==> config.mk <==
export PLATFORM = sky130hd
export DESIGN_NAME = syscfg_bank
export DESIGN_NICKNAME = d
export VERILOG_FILES = /design/src/rtl/syscfg_pkg.sv /design/src/rtl/cfg_access_gate.sv /design/src/rtl/cfg_lock_bank.sv /design/src/rtl/cfg_erase_flags.sv /design/src/rtl/cfg_comp_mux.sv /design/src/rtl/syscfg_bank.sv
export SDC_FILE = /design/constraint.sdc
export NUM_CORES = 1
export LEC_CHECK = 0
export BUFFER_PORTS_ARGS = -buffer_cell sky130_fd_sc_hd__buf_2
export CAP_MARGIN = 15
export CELL_PAD_IN_SITES_DETAIL_PLACEMENT = 0
export CELL_PAD_IN_SITES_GLOBAL_PLACEMENT = 1
export CORE_MARGIN = 3
export CORE_UTILIZATION = 32
export DETAILED_ROUTE_END_ITERATION = 8
export PLACE_DENSITY = 0.8
export SLEW_MARGIN = 20
export SYNTH_ARGS = -nofsm -noshare
export SYNTH_HDL_FRONTEND = slang
export SYNTH_SLANG_ARGS = --single-unit
==> constraint.sdc <==
create_clock -name clk_i -period 1.8 [get_ports clk_i]
set_input_delay 0.18 -clock clk_i [delete_from_list [all_inputs] [get_ports clk_i]]
set_output_delay 0.18 -clock clk_i [all_outputs]
set_load 0.005 [all_outputs]
==> src/rtl/syscfg_pkg.sv <==
package syscfg_pkg;

    typedef enum logic [3:0] {
        RID_SEC,
        RID_CFG1,
        RID_FPU,
        RID_NSLK,
        RID_SLK,
        RID_CFG2,
        RID_ERASE,
        RID_CCTL,
        RID_CVAL,
        RID_CCODE,
        RID_CMD,
        RID_NONE
    } reg_id_e;

    // Guard bit positions inside the security control register
    localparam int SECB_SYS = 0;
    localparam int SECB_CLB = 1;
    localparam int SECB_FPU = 3;
    localparam logic [3:0] SEC_WMASK = 4'b1011;

    function automatic reg_id_e decode_word(input logic [7:0] w);
        reg_id_e r;
        case (w)
            8'd0:    r = RID_SEC;
            8'd1:    r = RID_CFG1;
            8'd2:    r = RID_FPU;
            8'd3:    r = RID_NSLK;
            8'd4:    r = RID_SLK;
            8'd5:    r = RID_CFG2;
            8'd6:    r = RID_ERASE;
            8'd7:    r = RID_CCTL;
            8'd8:    r = RID_CVAL;
            8'd9:    r = RID_CCODE;
            8'd11:   r = RID_CMD;
            default: r = RID_NONE;
        endcase
        return r;
    endfunction

endpackage

==> src/rtl/cfg_access_gate.sv <==
module cfg_access_gate
    import syscfg_pkg::*;
(
    input  reg_id_e    rid_i,
    input  logic       secure_i,
    input  logic [3:0] sec_cfg_i,
    output logic       rd_ok_o,
    output logic       wr_ok_o
);
    logic guarded;

    always_comb begin
        unique case (rid_i)
            RID_ERASE, RID_CCTL, RID_CVAL, RID_CCODE: guarded = sec_cfg_i[SECB_SYS];
            RID_CFG2:                                 guarded = sec_cfg_i[SECB_CLB];
            RID_FPU:                                  guarded = sec_cfg_i[SECB_FPU];
            default:                                  guarded = 1'b0;
        endcase
    end

    assign rd_ok_o = secure_i | ~guarded;
    assign wr_ok_o = rd_ok_o & ((rid_i != RID_SEC) | secure_i);
endmodule

==> src/rtl/cfg_lock_bank.sv <==
module cfg_lock_bank #(
    parameter int W = 4
) (
    input  logic         clk_i,
    input  logic         rst_n_i,
    input  logic         set_en_i,
    input  logic [W-1:0] set_bits_i,
    output logic [W-1:0] lock_o
);
    for (genvar g = 0; g < W; g++) begin : g_bit
        logic bit_q;
        always_ff @(posedge clk_i or negedge rst_n_i) begin
            if (!rst_n_i)
                bit_q <= 1'b0;
            else if (set_en_i && set_bits_i[g])
                bit_q <= 1'b1;
        end
        assign lock_o[g] = bit_q;
    end
endmodule

==> src/rtl/cfg_erase_flags.sv <==
module cfg_erase_flags (
    input  logic       clk_i,
    input  logic       por_n_i,
    input  logic       rst_n_i,
    input  logic       all_done_i,
    input  logic       cache_done_i,
    input  logic       clr_en_i,
    input  logic [1:0] clr_bits_i,
    output logic [1:0] flags_o
);
    logic all_q, cache_q;

    // Flag 0 is tied to power-on reset only
    always_ff @(posedge clk_i or negedge por_n_i) begin
        if (!por_n_i)
            all_q <= 1'b0;
        else if (all_done_i)
            all_q <= 1'b1;
        else if (clr_en_i && clr_bits_i[0])
            all_q <= 1'b0;
    end

    always_ff @(posedge clk_i or negedge rst_n_i) begin
        if (!rst_n_i)
            cache_q <= 1'b0;
        else if (cache_done_i)
            cache_q <= 1'b1;
        else if (clr_en_i && clr_bits_i[1])
            cache_q <= 1'b0;
    end

    assign flags_o = {cache_q, all_q};
endmodule

==> src/rtl/cfg_comp_mux.sv <==
module cfg_comp_mux #(
    parameter int CODE_HALF = 4
) (
    input  logic                   sel_sw_i,
    input  logic [2*CODE_HALF-1:0] sw_code_i,
    input  logic [2*CODE_HALF-1:0] hw_val_i,
    output logic [2*CODE_HALF-1:0] code_o
);
    assign code_o = sel_sw_i ? sw_code_i : hw_val_i;
endmodule

==> src/rtl/syscfg_bank.sv <==
module syscfg_bank
    import syscfg_pkg::*;
#(
    parameter int ADDR_W    = 6,
    parameter int CODE_HALF = 4,
    parameter int CMD_W     = 16,
    parameter int FPU_N     = 6,
    parameter int NSLK_N    = 2,
    parameter int SLK_N     = 3,
    parameter int BRK_N     = 4,
    parameter int FMP_N     = 4
) (
    input  logic                   clk_i,
    input  logic                   por_n_i,
    input  logic                   sys_n_i,
    input  logic                   bus_sel_i,
    input  logic                   bus_wr_i,
    input  logic                   bus_secure_i,
    input  logic [ADDR_W-1:0]      bus_addr_i,
    input  logic [31:0]            bus_wdata_i,
    output logic [31:0]            bus_rdata_o,
    input  logic                   erase_all_done_i,
    input  logic                   erase_cache_done_i,
    input  logic                   cell_rdy_i,
    input  logic                   osc_en_i,
    input  logic [2*CODE_HALF-1:0] cell_val_i,
    input  logic [FPU_N-1:0]       fpu_exc_i,
    output logic [BRK_N-1:0]       brk_en_o,
    output logic [NSLK_N-1:0]      ns_lock_o,
    output logic [SLK_N-1:0]       s_lock_o,
    output logic [FMP_N-1:0]       fmp_en_o,
    output logic                   sw_boost_o,
    output logic                   sw_vsel_o,
    output logic                   comp_en_o,
    output logic [2*CODE_HALF-1:0] comp_code_o,
    output logic                   fpu_irq_o,
    output logic [CMD_W-1:0]       cmd_o
);
    localparam int CODE_W    = 2 * CODE_HALF;
    localparam int FMP_LSB   = 16;
    localparam int BOOST_BIT = 8;
    localparam int VSEL_BIT  = 9;
    localparam int RDY_BIT   = 8;
    localparam int CACHE_BIT = 16;

    logic              rst_all_n;
    reg_id_e           rid;
    logic              rd_ok, wr_ok, wr_fire;
    logic [3:0]        sec_q;
    logic              boost_q, vsel_q;
    logic [FMP_N-1:0]  fmp_q;
    logic [FPU_N-1:0]  fpu_mask_q;
    logic              comp_en_q, comp_sel_q;
    logic [CODE_W-1:0] ccode_q;
    logic [CMD_W-1:0]  cmd_q;
    logic [1:0]        erase_flags;

    assign rst_all_n = por_n_i & sys_n_i;
    assign rid       = decode_word(8'(bus_addr_i[ADDR_W-1:2]));
    assign wr_fire   = bus_sel_i & bus_wr_i & wr_ok;

    cfg_access_gate u_gate (
        .rid_i     (rid),
        .secure_i  (bus_secure_i),
        .sec_cfg_i (sec_q),
        .rd_ok_o   (rd_ok),
        .wr_ok_o   (wr_ok)
    );

    cfg_lock_bank #(.W(BRK_N)) u_brk (
        .clk_i      (clk_i),
        .rst_n_i    (rst_all_n),
        .set_en_i   (wr_fire && rid == RID_CFG2),
        .set_bits_i (bus_wdata_i[BRK_N-1:0]),
        .lock_o     (brk_en_o)
    );

    cfg_lock_bank #(.W(NSLK_N)) u_nslk (
        .clk_i      (clk_i),
        .rst_n_i    (rst_all_n),
        .set_en_i   (wr_fire && rid == RID_NSLK),
        .set_bits_i (bus_wdata_i[NSLK_N-1:0]),
        .lock_o     (ns_lock_o)
    );

    cfg_lock_bank #(.W(SLK_N)) u_slk (
        .clk_i      (clk_i),
        .rst_n_i    (rst_all_n),
        .set_en_i   (wr_fire && rid == RID_SLK),
        .set_bits_i (bus_wdata_i[SLK_N-1:0]),
        .lock_o     (s_lock_o)
    );

    cfg_erase_flags u_erase (
        .clk_i        (clk_i),
        .por_n_i      (por_n_i),
        .rst_n_i      (rst_all_n),
        .all_done_i   (erase_all_done_i),
        .cache_done_i (erase_cache_done_i),
        .clr_en_i     (wr_fire && rid == RID_ERASE),
        .clr_bits_i   ({bus_wdata_i[CACHE_BIT], bus_wdata_i[0]}),
        .flags_o      (erase_flags)
    );

    cfg_comp_mux #(.CODE_HALF(CODE_HALF)) u_cmux (
        .sel_sw_i  (comp_sel_q),
        .sw_code_i (ccode_q),
        .hw_val_i  (cell_val_i),
        .code_o    (comp_code_o)
    );

    // Plain read/write registers
    always_ff @(posedge clk_i or negedge rst_all_n) begin
        if (!rst_all_n) begin
            sec_q      <= '0;
            boost_q    <= 1'b0;
            vsel_q     <= 1'b0;
            fmp_q      <= '0;
            fpu_mask_q <= '0;
            comp_en_q  <= 1'b0;
            comp_sel_q <= 1'b0;
            ccode_q    <= '0;
            cmd_q      <= '0;
        end else if (wr_fire) begin
            unique case (rid)
                RID_SEC:   sec_q <= bus_wdata_i[3:0] & SEC_WMASK;
                RID_CFG1: begin
                    boost_q <= bus_wdata_i[BOOST_BIT];
                    vsel_q  <= bus_wdata_i[VSEL_BIT];
                    fmp_q   <= bus_wdata_i[FMP_LSB +: FMP_N];
                end
                RID_FPU:   fpu_mask_q <= bus_wdata_i[FPU_N-1:0];
                RID_CCTL: begin
                    comp_en_q  <= bus_wdata_i[0];
                    comp_sel_q <= bus_wdata_i[1];
                end
                RID_CCODE: ccode_q <= bus_wdata_i[CODE_W-1:0];
                RID_CMD:   cmd_q   <= bus_wdata_i[CMD_W-1:0];
                default:   ;
            endcase
        end
    end

    // Read path
    always_comb begin
        bus_rdata_o = '0;
        if (bus_sel_i && rd_ok) begin
            unique case (rid)
                RID_SEC:   bus_rdata_o[3:0] = sec_q;
                RID_CFG1: begin
                    bus_rdata_o[BOOST_BIT]          = boost_q;
                    bus_rdata_o[VSEL_BIT]           = vsel_q;
                    bus_rdata_o[FMP_LSB +: FMP_N]   = fmp_q;
                end
                RID_FPU:   bus_rdata_o[FPU_N-1:0]  = fpu_mask_q;
                RID_NSLK:  bus_rdata_o[NSLK_N-1:0] = ns_lock_o;
                RID_SLK:   bus_rdata_o[SLK_N-1:0]  = s_lock_o;
                RID_CFG2:  bus_rdata_o[BRK_N-1:0]  = brk_en_o;
                RID_ERASE: begin
                    bus_rdata_o[0]         = erase_flags[0];
                    bus_rdata_o[CACHE_BIT] = erase_flags[1];
                end
                RID_CCTL: begin
                    bus_rdata_o[0]       = comp_en_q;
                    bus_rdata_o[1]       = comp_sel_q;
                    bus_rdata_o[RDY_BIT] = cell_rdy_i & osc_en_i;
                end
                RID_CVAL:  bus_rdata_o[CODE_W-1:0] = cell_val_i;
                RID_CCODE: bus_rdata_o[CODE_W-1:0] = ccode_q;
                RID_CMD:   bus_rdata_o[CMD_W-1:0]  = cmd_q;
                default:   bus_rdata_o = '0;
            endcase
        end
    end

    assign fmp_en_o   = fmp_q;
    assign sw_boost_o = boost_q;
    assign sw_vsel_o  = vsel_q;
    assign comp_en_o  = comp_en_q;
    assign fpu_irq_o  = |(fpu_exc_i & fpu_mask_q);
    assign cmd_o      = cmd_q;
endmodule

# Word level (Yosys, flattened, before mapping)
# Memories as Yosys holds them, arrays and structs flattened.
# Cells that the tools add are included.
# W data, S select, Z words.
dict set report word_totals {
  ff_bits 52
  romBits 64
  n_memories 1
}
dict set report classes {
  eq_ne 10
  muxes 18
  bitwise_logic 9
  n_reduce_logical 28
}
# memory depth word_bits rd rd_ports_with_merged_regs wr line_no
set memory_table {}
lappend memory_table {{(no name shown)} 16 4 1 0 0 syscfg_pkg.sv:26} ;# case (w)
# op count
set op_table {}
lappend op_table {{$mux W20} 1}
lappend op_table {{$eq A4 B3 Y1 const B} 4}
lappend op_table {{$logic_and A1 B1 Y1} 16}
lappend op_table {{$eq A4 B4 Y1 const B} 3}
lappend op_table {{$pmux W1 S6} 2}
lappend op_table {{$reduce_and A2 Y1} 6}
lappend op_table {{$pmux W1 S10} 1}
lappend op_table {{$pmux W1 S9} 1}
lappend op_table {{$eq A4 B2 Y1 const B} 2}
lappend op_table {{$mux W8} 1}
lappend op_table {{$pmux W2 S4} 1}
lappend op_table {{$and A6 B6 Y6} 1}
lappend op_table {{$mux W6} 1}
lappend op_table {{$pmux W1 S3} 2}
lappend op_table {{$pmux W2 S3} 1}
lappend op_table {{$reduce_or A6 Y1} 1}
lappend op_table {{$and A1 B1 Y1} 5}
lappend op_table {{$eq A4 B1 Y1 const B} 1}
lappend op_table {{$logic_not A4 Y1} 1}
lappend op_table {{$mux W1} 4}
lappend op_table {{$pmux W1 S2} 2}
lappend op_table {{$reduce_bool A2 Y1} 2}
lappend op_table {{$reduce_bool A4 Y1} 1}
lappend op_table {{$reduce_or A4 Y1} 1}
lappend op_table {{other kinds (3)} 4}

# Longest topological paths before layout
# Gate-level depths: netlist of the first run.
# An unclocked memory read counts as a cell.
dict set report depth {
  depth_word 12
  depth_mapped 6
  mapped_depth_nobuf 4
}

# Cells and area by module
# Synthesis of the first run repeated with hierarchy kept, for this count alone.
dict set report unflattened {
  cells_unflattened 279
  area_unflattened_um2 3062.9
}
# module instances cells_each area_each_um2
set modules_own_cells {}
lappend modules_own_cells {syscfg_bank 1 226 2428.6}
lappend modules_own_cells {{cfg_lock_bank (u_brk)} 1 12 160.2}
lappend modules_own_cells {cfg_comp_mux 1 9 131.4}
lappend modules_own_cells {{cfg_lock_bank (u_slk)} 1 9 120.1}
lappend modules_own_cells {cfg_erase_flags 1 8 87.6}
lappend modules_own_cells {{cfg_lock_bank (u_nslk)} 1 6 80.1}
lappend modules_own_cells {cfg_access_gate 1 9 55.1}

# Least setup slack after synthesis of the first run
# No wires, ideal clock.
dict set report synth_path {
  path_kind {input port to flip-flop}
  startpoint {in bus_addr_i[3]}
  endpoint {reg cmd_q[10] (netlist: cmd_o[10])}
  setup_time_ns 0.127
  t_arrival_ns 1.344
  slack_ns 0.328
  stages 6
  path_buffers 3
  cell_sequence {buf_4 -> nand2b_1 -> buf_2 -> nor3_4 -> buf_6 -> mux2_1}
}
dict set report synth_via {
  elab_chain_len 9
  word_cells_on_any_way 17
  cone_classes {eq/ne (7); mux (1); bitwise (5); reduce/logical (3); memory (1)}
}
# element line_no
set synth_lines {}
lappend synth_lines {{start: declaration} syscfg_bank.sv:19} ;# input logic [ADDR_W-1:0] bus_addr_i,
lappend synth_lines {{$mem_v2 Z16 W4 *} --}
lappend synth_lines {{$eq A4 B3 Y1 or $eq A4 B4 Y1 (tied branches)} cfg_access_gate.sv:13} ;# unique case (rid_i)
lappend synth_lines {{$reduce_or A4 Y1} cfg_access_gate.sv:13}
lappend synth_lines {{$pmux W1 S3} cfg_access_gate.sv:13}
lappend synth_lines {{$not A1 Y1} cfg_access_gate.sv:21} ;# assign rd_ok_o = secure_i | ~guarded;
lappend synth_lines {{$or A1 B1 Y1} cfg_access_gate.sv:21}
lappend synth_lines {{$and A1 B1 Y1} cfg_access_gate.sv:22} ;# assign wr_ok_o = rd_ok_o & ((rid_i != RID_SEC) | secure_i);
lappend synth_lines {{$and A1 B1 Y1} syscfg_bank.sv:60} ;# assign wr_fire = bus_sel_i & bus_wr_i & wr_ok;
lappend synth_lines {{$reduce_and A2 Y1 (no source line) *} --}
lappend synth_lines {{end signal: assignment} syscfg_bank.sv:138} ;# RID_CMD: cmd_q <= bus_wdata_i[CMD_W-1:0];
lappend synth_lines {{end: declaration} syscfg_bank.sv:55} ;# logic [CMD_W-1:0] cmd_q;
# Every way passes the cells marked *; elsewhere a longest branch is shown, timed or not.
# A chain may end at the register's enable or synchronous reset.

# Worst setup path after layout of the first run
dict set report layout_path {
  startpoint {reg sec_q[3]}
  endpoint {out bus_rdata_o[0]}
}
dict set report layout_via {
  elab_chain_len 5
}
# element line_no
set layout_lines {}
lappend layout_lines {{start: declaration} syscfg_bank.sv:49} ;# logic [3:0] sec_q;
lappend layout_lines {{start signal: assignment} syscfg_bank.sv:126} ;# RID_SEC: sec_q <= bus_wdata_i[3:0] & SEC_WMASK;
lappend layout_lines {{$pmux W1 S3} cfg_access_gate.sv:13}
lappend layout_lines {{$not A1 Y1} cfg_access_gate.sv:21}
lappend layout_lines {{$or A1 B1 Y1} cfg_access_gate.sv:21}
lappend layout_lines {{$logic_and A1 B1 Y1} syscfg_bank.sv:147} ;# if (bus_sel_i && rd_ok) begin
lappend layout_lines {{$mux W20} syscfg_bank.sv:147}
lappend layout_lines {{end: declaration} syscfg_bank.sv:21} ;# output logic [31:0] bus_rdata_o,
# No other way between the ends.

==> impl_metrics.toml, run 1 <==
[layout]
drive_above_1_share_pct = 53.0
area_delta_synth_final_pct = 33.2
final_cell_mix = "buf_2, dfrtp_1, mux2_2, buf_4, a21o_1"
nets = 450
antenna_cells = 0
final_common_cell = "buf_2"
final_area_sq_um = 4000

[worst_setup_path]
crit_type = "reg -> out"
start_kind = "flop"
ff2ff_setup_slack_ns = 0.05
endpoint_kind = "primary output"
arrival_ns = 1.69
worstPathMaxFanout = 6
r2r_start = "sec_q[3]"
timing.rr.end = "fpu_mask_q[0]"
cp.required_ns = 1.62
reg2reg_depth = 7

[min_path]
hold_depth = 2
hp-class = "in -> reg"
whs_endpoint = "u_erase.all_q"
holdCritStartpoint = "erase_all_done_i"

[placement]
gp_congestion = 0.869
place_area_sq_um = 3700
hpwlAfterDp_um = 6600
numPortBuffers = 108

[clock_tree]
h-tree-depth = 2
clk_latency_ns = 0.31
cts-root-buf = "clkbuf_8"
clockBufferDepth = 2
cts_tree = "yes"
numCtsBuffers = 5
clk_pin_slew_ns = 0.10
clock-sinks = 52

[sta]
tightest_slew_ns = 0.501
fin_crit_sh_pct = 104
finalMaxSlewViolations = 0
timing.final.ws_setup_ns = -0.0677
setup_viol_count_final = 20
slew_headroom_pct = 66.3
fmax_ghz = 0.535
clock_skew_ns = 0.00755
rsz0062_at_grt = "true"
min_period_ns = 1.87
hold_viol_final = 0

[synthesis]
ys_ff_latch = 52
yosysTopAreaCell = "dfrtp_1"
ys.flop_type = "dfrtp_1"
synth_area_sq_um = 3000
synthArstFlopShare_pct = 100
synthTopCellsByArea = "dfrtp_1, mux2_2, buf_4"
synth.distinct_cells = 46
ys_warn_count = 0
postSynthAreaPerCell_sq_um = 11.4
synth_top_area_share_pct = 43.4
synth_edf_count = 0
synth_cells = 264
synth.yosys.seq_area_share_pct = 43.4

[job]
drv_cap = 0

[global_routing]
grt_pass1_wl_um = 13600
grt_usage_pct = 16.7
grt_max_degree = 52
grt_pass1_vias = 2558
grt_overflow = 0
antenna_found_initial = 0

[pwr]
p_total_uw = 3500
p_leak_uw = 0.00206
ir_drop_v = 0.000475
p_per_area_nw_per_um2 = 877

[detailed_routing]
first_pass_iters = 6
vias_per_cell = 5.20
initialDrtViolationCount = 142
wire_per_inst_um = 17.2
vias = 2584
antenna_left = 0
drc = 0
wl_um = 8550

[floorplan]
die_w_um = 103
die_h_um = 103
initial_utilization_pct = 33.6
rows = 34
num_io_pins = 135
core_area_sq_um = 8930
die-area_sq_um = 10600

[status]
run_status = "finished with violations"
violations = "setup timing"
==> per-layer routing <==
metal  global-route usage [%]  routed length (um)  part of all wire (%)
met1                     22.9                3760                    44
met2                     26.8                4100                    48
met3                     3.18                 616                   7.2
met4                     5.08                  85                  0.99
met5                        0                   0                     0
==> what timing repair did <==
item | CTS | global route
endpoints found under the setup margin | 20 | 26
gates resized for setup | 13 | 5
cloned | 0 | 0
hold buffers | 2 | 0
endpoints found under the hold margin | 52 | 0
pin swaps | 9 | 2
buffers inserted | 2 | 3
==> cell families after synthesis <==
kind of cell | count (synthesis) | synth area share, %
AO/OA/AOI/OAI | 47 | 11.9
buffers and inverters | 36 | 8.01
flip-flops | 52 | 43.4
multiplexers | 57 | 21.9
other | 1 | 0.125
AND/OR/NAND/NOR | 71 | 14.7
==> worst max-delay path by stage <==
stage	start	end	slack, ns
final	sec_q[3]	bus_rdata_o[0]	-0.07
after global routing	sec_q[3]	bus_rdata_o[2]	-0.15
after CTS	sec_q[1]	bus_rdata_o[0]	-0.05
after detailed placement	bus_addr_i[3]	fpu_mask_q[0]	0.04
after global placement	bus_addr_i[2]	sw_vsel_o	0.07
after floorplan	sys_n_i	ccode_q[0]	0.09
==> layout make-up <==
| class | instances | area [sq um] |
|---|---|---|
| fill | 876 | 4940 |
| multi-input combinational | 187 | 1570 |
| sequential | 52 | 1300 |
| timing repair buffer | 140 | 818 |
| tap | 108 | 135 |
| clock inverter | 3 | 90.1 |
| clock buffer | 5 | 68.8 |
| inverter | 2 | 7.51 |
==> worst max-delay path: stages (launching register included) <==
cell and delay (ns):
dfrtp_1 0.41, nand4bb_1 0.10, a21o_1 0.23, o221ai_4 0.15, buf_6 0.18, a31oi_2 0.16
buf_2 0.14
==> power breakdown <==
group	switching (uW)	internal [uW]	total [uW]
registers	182	1380	1570
clock network	408	695	1100
logic	359	477	835
==> stage by stage <==
stage,setup TNS (ns),instances,hold slack [ns],utilization (%),setup slack (ns)
floorplan,0,275,-0.116,-,0.0871
global placement,0,482,-0.0391,41.4,0.0699
detailed placement,0,482,-0.0388,41.4,0.0363
CTS,-0.497,494,0.0313,44.2,-0.0509
global route,-2.35,497,0.0358,44.7,-0.151
finish,-0.739,497,0.0358,44.7,-0.0677
==> sequential cells by signal, indices dropped and copies added (netlist names) <==
name	count
ccode_q	8
cmd_o	16
comp_en_o	1
comp_sel_q	1
fmp_en_o	4
fpu_mask_q	6
sec_q	3
sw_boost_o	1
sw_vsel_o	1
u_brk.g_bit.bit_q	4
u_erase.all_q	1
u_erase.cache_q	1
u_nslk.g_bit.bit_q	2
u_slk.g_bit.bit_q	3
==> Yosys cell counts, types with 7 or more instances <==
cell type / count
a21o_1: 14
buf_4: 24
mux2i_1: 7
mux2_1: 11
nor2_1: 17
mux2_2: 33
and3_1: 12
dfrtp_1: 52
(Power assumes the default switching activity.)
==> inputs of run 2 (changes only) <==
--- a/config.mk
+++ b/config.mk
@@ -5,13 +5,15 @@
 export SDC_FILE = /design/constraint.sdc
 export NUM_CORES = 1
 export LEC_CHECK = 0
+export ABC_AREA = 1
 export BUFFER_PORTS_ARGS = -buffer_cell sky130_fd_sc_hd__buf_2
 export CAP_MARGIN = 15
 export CELL_PAD_IN_SITES_DETAIL_PLACEMENT = 0
 export CELL_PAD_IN_SITES_GLOBAL_PLACEMENT = 1
 export CORE_MARGIN = 3
-export CORE_UTILIZATION = 32
+export CORE_UTILIZATION = 29
 export DETAILED_ROUTE_END_ITERATION = 8
+export GPL_ROUTABILITY_DRIVEN = 0
 export PLACE_DENSITY = 0.8
 export SLEW_MARGIN = 20
 export SYNTH_ARGS = -nofsm -noshare
==> impl_metrics.toml, run 2 <==
[clock_tree]
clk_latency_ns = 0.30
clockBufferDepth = 2
h-tree-depth = 2
clk_pin_slew_ns = 0.09
clock-sinks = 52
numCtsBuffers = 5
cts-root-buf = "clkbuf_8"
cts_tree = "yes"

[synthesis]
synth.distinct_cells = 31
synthTopCellsByArea = "dfrtp_1, nand2_1, buf_4"
synth_top_area_share_pct = 45.5
synth_most_common_cell = "nand2_1"
synth_edf_count = 0
ys_ff_latch = 52
ys_warn_count = 0
synth_area_sq_um = 2860
yosysTopAreaCell = "dfrtp_1"
ys.flop_type = "dfrtp_1"
postSynthAreaPerCell_sq_um = 7.94
synthTopCellsByCount = "nand2_1, dfrtp_1, inv_1"
synth.yosys.seq_area_share_pct = 45.5
synthArstFlopShare_pct = 100
synth_cells = 360

[global_routing]
grt_max_degree = 35
antenna_found_initial = 0
grt_pass1_wl_um = 13600
grt_overflow = 0
grt_pass1_vias = 2650
grt_usage_pct = 15.0

[worst_setup_path]
start_kind = "flop"
path_cells = "nand2_1, nand3_2, nand2_2, nand2_1, buf_6, a31oi_1, buf_2"
crit_family = "flip-flops"
arrival_ns = 1.55
cpMaxStageDelayCell = "dfrtp_1"
endpoint_kind = "primary output"
cp.required_ns = 1.62
critical-path-max-stage-delay_ns = 0.40
crit_type = "reg -> out"
critPathBufInv = 2
worstPathMaxFanout = 16
crit_top_cell = "nand2_1"

[floorplan]
core_area_sq_um = 9420
die-area_sq_um = 11100
initial_utilization_pct = 30.4
rows = 35
die_w_um = 105
die_h_um = 105
num_io_pins = 135

[layout]
area_delta_synth_final_pct = 29.3
largest_reg_flops = 16
nets = 534
antenna_cells = 0
drive_above_1_share_pct = 33.6
final_area_sq_um = 3700
fillers = 1051
final_util_pct = 39.3
final_common_cell = "buf_2"
final_cell_mix = "buf_2, nand2_1, dfrtp_1, inv_1, o21ai_1"

[sta]
whs_ns = 0.0625
hold_viol_final = 0
min_period_ns = 1.73
finalMaxSlewViolations = 0
clock_skew_ns = 0.00550
timing.final.ws_setup_ns = 0.0673
setup_viol_count_final = 0
fmax_ghz = 0.577
fin_crit_sh_pct = 96.3

[detailed_routing]
route.met3.wl_um = 569
initialDrtViolationCount = 156
drc = 0
top_layer_used = "met4"
vias = 2728
wl_um = 8370
antenna_left = 0
wl_met1_um = 3710
first_pass_iters = 4
wire_per_inst_um = 13.9
vias_per_cell = 4.53
wl_met2_um = 4050

[min_path]
hp-class = "in -> reg"

[status]
run_status = "finished clean"

[placement]
place_area_sq_um = 3540
post-place-ws_ns = 0.0821
hpwlAfterDp_um = 6430
numPortBuffers = 108

[pwr]
p_per_area_nw_per_um2 = 818
p_leak_uw = 0.00197
ir_drop_v = 0.000421

[job]
drv_cap = 0
[run 2: final cells by class]
type                       instances  area, sq um  share of cell area (%)
sequential                        52         1300                    35.2
multi-input combinational        242         1250                    33.8
timing repair buffer             127          729                    19.7
inverter                          44          165                    4.47
tap                              129          161                    4.37
clock buffer                       8         90.1                    2.44
[run 2: what timing repair did]
action,CTS,global route
pin swaps,0,2
endpoints found under the setup margin,1,14
hold buffers,2,0
endpoints found under the hold margin,18,0
gates cloned,0,0
gates resized for setup,1,7
setup buffers,0,2
[run 2: worst register-to-register path: stages (launching register included)]
cell and delay [ns]:
dfrtp_1 0.40, nand2_1 0.09, nand3_2 0.11, buf_4 0.15, o21ai_4 0.28, nand3_2 0.14
buf_12 0.19, nand2_1 0.07, o21ai_1 0.06
[run 2: kinds of logic after synthesis]
logic type             synth area share [%]
and+or+nand+nor                        21.2
DFF                                    45.5
muxes                                  1.97
buffers and inverters                  13.3
other                                 0.131
AOI/OAI and AO/OA                      17.9
[run 2: path summary, 6_finish.rpt]
kind | start | end | slack (ns) | cells past startpoint
worst min register to register | u_slk.g_bit[1].bit_q | u_slk.g_bit[1].bit_q | 0.50 | 1
worst max register to register | sec_q[3] | cmd_o[1] | 0.18 | 8
min in group asynchronous | por_n_i | u_erase.all_q | 0.19 | 2
worst max-delay path | sec_q[3] | bus_rdata_o[5] | 0.07 | 7
worst min-delay path | erase_all_done_i | u_erase.all_q | 0.06 | 3
max in group asynchronous | por_n_i | comp_sel_q | 0.79 | 5
[run 2: power by group]
| part | switching [uW] | internal (uW) | total (uW) |
|---|---|---|---|
| clock network | 378 | 315 | 692 |
| logic | 383 | 373 | 756 |
| registers | 184 | 1390 | 1570 |
[run 2: per-layer routing]
metal  vias to the layer above  GRT usage, %
li1                       1370             -
met1                      1240          21.1
met2                       113          24.5
met3                         5          2.63
met4                         0          2.44
met5                         -             0
[run 2: stage by stage]
step | setup TNS, ns | std cells | power (uW)
4_1_cts | 0 | 600 | 3050
5_1_grt | -0.0493 | 602 | 3260
2_1_floorplan | 0 | 371 | 2000
3_3_place_gp | 0 | 590 | 2330
3_5_place_dp | 0 | 590 | 2350
6_report | 0 | 602 | 3020
